--- config.mk ---
export PLATFORM = sky130hd
export DESIGN_NAME = pwr_mode_ctrl
export DESIGN_NICKNAME = d
export VERILOG_FILES = /design/src/rtl/pwr_mode_pkg.sv /design/src/rtl/pwr_mode_regs.sv /design/src/rtl/pwr_mode_fsm.sv /design/src/rtl/pwr_mode_ctrl.sv
export SDC_FILE = /design/constraint.sdc
export NUM_CORES = 1
export LEC_CHECK = 0
export ABC_AREA = 1
export BUFFER_PORTS_ARGS = -buffer_cell sky130_fd_sc_hd__buf_4
export CAP_MARGIN = 20
export CORE_MARGIN = 1
export CORE_UTILIZATION = 43
export DETAILED_ROUTE_END_ITERATION = 8
export GPL_TIMING_DRIVEN = 0
export HOLD_SLACK_MARGIN = 0.06
export MAX_ROUTING_LAYER = met4
export PLACE_DENSITY_LB_ADDON = 0.1
export SLEW_MARGIN = 25
export SYNTH_ARGS = -nofsm -noshare
export SYNTH_HDL_FRONTEND = slang
export SYNTH_SLANG_ARGS = --single-unit
--- constraint.sdc ---
create_clock -name clk -period 3.1 [get_ports clk]
set_input_delay 0.155 -clock clk [delete_from_list [all_inputs] [get_ports clk]]
set_output_delay 0.155 -clock clk [all_outputs]
set_load 0.03 [all_outputs]
--- src/rtl/pwr_mode_pkg.sv ---
package pwr_mode_pkg;
  localparam int REG_W = 8;
  localparam int BIT_SMOD = 7;
  localparam int BIT_PDS  = 6;
  localparam int BIT_IDS  = 5;
  localparam int BIT_GF1  = 3;
  localparam int BIT_GF0  = 2;
  localparam int BIT_PDE  = 1;
  localparam int BIT_IDE  = 0;

  typedef enum logic [1:0] {
    ST_RUN   = 2'd0,
    ST_IDLE  = 2'd1,
    ST_PDOWN = 2'd2
  } pmState_t;

  typedef struct packed {
    logic wrStb;
    logic clrStarts;
  } pmStrobe_t;
endpackage

--- src/rtl/pwr_mode_regs.sv ---
module pwr_mode_regs
  import pwr_mode_pkg::*;
#(
  parameter int DATA_W = REG_W
) (
  input  logic              clk,
  input  logic              rstN,
  input  pmStrobe_t         strobe,
  input  logic [DATA_W-1:0] wrData,
  input  logic [1:0]        serMode,
  output logic [DATA_W-1:0] rdData,
  output logic              idleReq,
  output logic              pdReq,
  output logic              baudDouble
);
  logic smodQ, pdsQ, idsQ, gf1Q, gf0Q, pdeQ, ideQ;

  always_ff @(posedge clk or negedge rstN) begin
    if (!rstN) begin
      smodQ <= 1'b0;
      pdsQ  <= 1'b0;
      idsQ  <= 1'b0;
      gf1Q  <= 1'b0;
      gf0Q  <= 1'b0;
      pdeQ  <= 1'b0;
      ideQ  <= 1'b0;
    end else begin
      if (strobe.wrStb) begin
        smodQ <= wrData[BIT_SMOD];
        gf1Q  <= wrData[BIT_GF1];
        gf0Q  <= wrData[BIT_GF0];
        // an armed enable is consumed by the very next write
        ideQ  <= ideQ ? 1'b0 : wrData[BIT_IDE];
        pdeQ  <= pdeQ ? 1'b0 : wrData[BIT_PDE];
      end
      if (strobe.clrStarts) begin
        idsQ <= 1'b0;
        pdsQ <= 1'b0;
      end else if (strobe.wrStb) begin
        idsQ <= idsQ | (ideQ & wrData[BIT_IDS]);
        pdsQ <= pdsQ | (pdeQ & wrData[BIT_PDS]);
      end
    end
  end

  always_comb begin
    rdData           = '0;
    rdData[BIT_SMOD] = smodQ;
    rdData[BIT_PDS]  = pdsQ;
    rdData[BIT_IDS]  = idsQ;
    rdData[BIT_GF1]  = gf1Q;
    rdData[BIT_GF0]  = gf0Q;
    rdData[BIT_PDE]  = pdeQ;
    rdData[BIT_IDE]  = ideQ;
  end

  assign idleReq    = idsQ;
  assign pdReq      = pdsQ;
  assign baudDouble = smodQ & (serMode != 2'd0);
endmodule

--- src/rtl/pwr_mode_fsm.sv ---
module pwr_mode_fsm
  import pwr_mode_pkg::*;
#(
  parameter int          ADDR_W   = 8,
  parameter logic [7:0]  REG_ADDR = 8'h87
) (
  input  logic              clk,
  input  logic              rstN,
  input  logic [ADDR_W-1:0] addr,
  input  logic              wrEn,
  input  logic              idleReq,
  input  logic              pdReq,
  input  logic              wakeIrq,
  output pmStrobe_t         strobe,
  output logic              cpuClkEn,
  output logic              periClkEn,
  output logic              wdtClkEn,
  output logic              inIdle,
  output logic              inPdown
);
  localparam logic [ADDR_W-1:0] MY_ADDR = ADDR_W'(REG_ADDR);

  pmState_t stateQ, stateD;

  always_comb begin
    stateD = stateQ;
    unique case (stateQ)
      ST_RUN: begin
        if (pdReq)        stateD = ST_PDOWN;
        else if (idleReq) stateD = ST_IDLE;
      end
      ST_IDLE:  if (wakeIrq) stateD = ST_RUN;
      ST_PDOWN: stateD = ST_PDOWN;
      default:  stateD = ST_RUN;
    endcase
  end

  always_ff @(posedge clk or negedge rstN) begin
    if (!rstN) stateQ <= ST_RUN;
    else       stateQ <= stateD;
  end

  always_comb begin
    strobe.wrStb     = wrEn && (addr == MY_ADDR) && (stateQ == ST_RUN);
    strobe.clrStarts = (stateQ == ST_RUN) && (stateD != ST_RUN);
  end

  assign cpuClkEn  = (stateQ == ST_RUN);
  assign wdtClkEn  = (stateQ == ST_RUN);
  assign periClkEn = (stateQ != ST_PDOWN);
  assign inIdle    = (stateQ == ST_IDLE);
  assign inPdown   = (stateQ == ST_PDOWN);
endmodule

--- src/rtl/pwr_mode_ctrl.sv ---
module pwr_mode_ctrl
  import pwr_mode_pkg::*;
#(
  parameter int         ADDR_W   = 8,
  parameter logic [7:0] REG_ADDR = 8'h87
) (
  input  logic              clk,
  input  logic              rstN,
  input  logic [ADDR_W-1:0] sfrAddr,
  input  logic              sfrWrEn,
  input  logic [REG_W-1:0]  sfrWrData,
  input  logic [1:0]        serMode,
  input  logic              wakeIrq,
  output logic [REG_W-1:0]  regRdData,
  output logic              baudDouble,
  output logic              cpuClkEn,
  output logic              periClkEn,
  output logic              wdtClkEn,
  output logic              modeIdle,
  output logic              modePdown
);
  pmStrobe_t strobe;
  logic idleReq, pdReq;

  pwr_mode_fsm #(.ADDR_W(ADDR_W), .REG_ADDR(REG_ADDR)) u_fsm (
    .clk(clk), .rstN(rstN), .addr(sfrAddr), .wrEn(sfrWrEn),
    .idleReq(idleReq), .pdReq(pdReq), .wakeIrq(wakeIrq),
    .strobe(strobe), .cpuClkEn(cpuClkEn), .periClkEn(periClkEn),
    .wdtClkEn(wdtClkEn), .inIdle(modeIdle), .inPdown(modePdown)
  );

  pwr_mode_regs #(.DATA_W(REG_W)) u_regs (
    .clk(clk), .rstN(rstN), .strobe(strobe), .wrData(sfrWrData),
    .serMode(serMode), .rdData(regRdData), .idleReq(idleReq),
    .pdReq(pdReq), .baudDouble(baudDouble)
  );
endmodule

==> summary.md <==
| Metric | Value |
|---|---|
| First-pass GRT wire length | `2030 um` |
| Mean Syn Cell Area | `7.51 um^2` |
| Pwr/cell area | `276 mW/mm^2` |
| Max VDD drop | `0.235 mV` |
| Post-DP HPWL | `1040 um` |
| Post-Synthesis Cell Area | `571 um^2` |
| H-tree depth reported by CTS | `1` |
| Yosys reg bits | `9` |
| Reg2Reg Setup Slack | `1940 ps` |
| Post-synth top area share | `0.395` |
| Routed via count | `559` |
| Crit Path Max Fanout | `5` |
| Max Slew Vio Count | `0` |
| LEAKAGE | `0.501 nW` |
| Status | `completed` |
| Largest net degree at the start of global routing | `10` |
| Final instance area | `872 um^2` |
| RSZ-0062 raised after global routing | `no` |
| Ports | `36` |
| Post-CTS Setup Inserts | `0` |
| Critical Path Sink Type | `output port` |
| Maximum clock rate | `0.746 GHz` |
| Worst-case clock buffer depth | `2` |
| Yosys Warn Count | `0` |
| CP arrival | `1190 ps` |
| Clk_lat worst skew | `260 ps` |
| Gr usage total | `0.214` |
| Worst setup path category | `register to output port` |
| Clock Sinks | `9` |
| Post-route minimum period | `1340 ps` |
| Final period util | `0.432` |
| ANT cells | `0` |
| Total CTS buffers | `3` |
| Remaining DRCs | `0` |
| Setup WS pre-CTS | `1930 ps` |
| Number of global-route vias before repair | `527` |
| Slack of the critical path | `1760 ps` |
| Top area cells in the synthesized netlist | `dfrtp_1 39%, buf_4 12%, inv_1 11%` |
| Layout Nets | `137` |
| CTS tree | `yes` |
| Cell Rows | `12` |
| Synth unique cells | `20` |
| Initial DRT Pass Iterations | `2` |
| Post-synthesis sequential area ratio | `0.395` |
| Final clock skew | `4.63 ps` |
| Die extent in y | `38.4 um` |
| Final WL | `1220 um` |
| Layout cells sized above 1 | `0.430` |
| Max_cap viols | `0` |
| Gp weighted congestion | `0.774` |
| Die area | `0.00148 mm^2` |
| Number of port buffers | `33` |
| Initial antenna violation count | `0` |
| Die W | `38.4 um` |
| Dominant cell type by area after synthesis | `dfrtp_1` |
| TNS Setup | `0 ps` |
| Grt ovf | `0` |
| Clock Pin Slew Worst Setup and Hold Paths | `60 ps` |
| Initial Util | `0.487` |
| Via density | `4.37` |
| Hold Vio Cnt, Final | `0` |
| CP Launch Type | `register` |
| Placed Instance Area | `836 um^2` |
| CTS Root Cell | `clkbuf_4` |
| Final setup violation count | `0` |
| First DRT Iteration DRCs | `1` |
| Post-Syn Instances | `76` |
| Required @ worst endpoint | `2940 ps` |
| Commonest non-fill, non-tap cells in the layout | `42 x buf_4, 17 x inv_1, 13 x nand2_1` |
| Hold Path Class | `input pin to register` |
| Most common cell after layout, fill and taps aside | `buf_4` |
| # resized after CTS | `0` |
| Core area | `0.00117 mm^2` |
| Routed WL per cell | `9.55 um` |
| Post-route ant nets | `0` |
| Total power | `0.240 mW` |
| Synth Net Count | `98` |
| Synthesis-to-layout area growth | `52.9%` |
==> metal layers <==
layer	track usage	part of all wire	vias to the layer above
li1	-	-	297
met1	0.217	0.37	240
met2	0.381	0.56	22
met3	0.0698	0.070	0
met4	0.0776	0	0
met5	-	0	-
==> per-stage QoR <==
step	cells	utilization	hold WS (ps)
after floorplan	76	-	-141
after global placement	123	0.714	-15.4
after detailed placement	123	0.714	-15.3
after CTS	128	0.745	139
after global routing	128	0.745	144
final	128	0.745	142
==> worst max-delay path, stage by stage, from the launching register on <==
cell and delay [ps]:
dfrtp_1 420, nor2_2 220, buf_4 140, buf_4 140
==> area by class of cell <==
class / instances / area [um^2]
plain buffers: 9 / 67.6
inverters: 17 / 63.8
well taps: 14 / 17.5
multi-input cells: 41 / 214
fillers: 109 / 299
flip-flops and latches: 9 / 225
repair buffers: 34 / 258
clock buffers: 4 / 26.3
==> kinds of logic after synthesis <==
| kind of cell | synth area share |
|---|---|
| other cells | 0.00657 |
| compound gates | 0.0965 |
| flops | 0.395 |
| buf+inv | 0.230 |
| simple gates | 0.272 |
==> state kept, by name, indices dropped and copies added (netlist names) <==
name / count
u_fsm.stateQ: 2
u_regs.gf0Q: 1
u_regs.gf1Q: 1
u_regs.ideQ: 1
u_regs.idleReq: 1
u_regs.pdReq: 1
u_regs.pdeQ: 1
u_regs.smodQ: 1
==> Yosys cell counts <==
master,instances
nor3_1,1
a32o_1,1
inv_1,17
nor2_2,1
nor3_4,1
nand2_1,13
o211ai_1,1
nand3_1,5
nor2_4,1
and2_1,1
nand3b_1,1
o21ai_0,1
nand2_2,1
a21oi_1,3
o21a_1,1
buf_4,9
o21ai_1,2
dfrtp_1,9
conb_1,1
nor2_1,6
==> timing repair <==
action,CTS,global route
hold endpoints to repair,9,0
endpoints found under the setup margin,0,0
hold buffers,1,0
==> worst paths after layout <==
path                                           start                  endpoint  cells past startpoint
max in group asynchronous                       rstN   u_regs.pdeQ$_DFFE_PN0P_                      2
max reg2reg                u_fsm.stateQ[0]$_DFF_PN0_   u_regs.pdeQ$_DFFE_PN0P_                      7
min in group asynchronous                       rstN  u_regs.pdReq$_DFFE_PN0P_                      2
min                                     sfrWrData[3]   u_regs.gf1Q$_DFFE_PN0P_                      3
max                        u_fsm.stateQ[0]$_DFF_PN0_                  wdtClkEn                      3
min reg2reg                  u_regs.gf0Q$_DFFE_PN0P_   u_regs.gf0Q$_DFFE_PN0P_                      2
==> power by group <==
part	switching [mW]	total [mW]	internal, mW
Sequential	0.0000817	0.118	0.118
Clock	0.0404	0.0899	0.0496
Combinational	0.0126	0.0329	0.0203
Total	0.0531	0.240	0.187
Note: power is estimated with default switching activity, not from simulation.
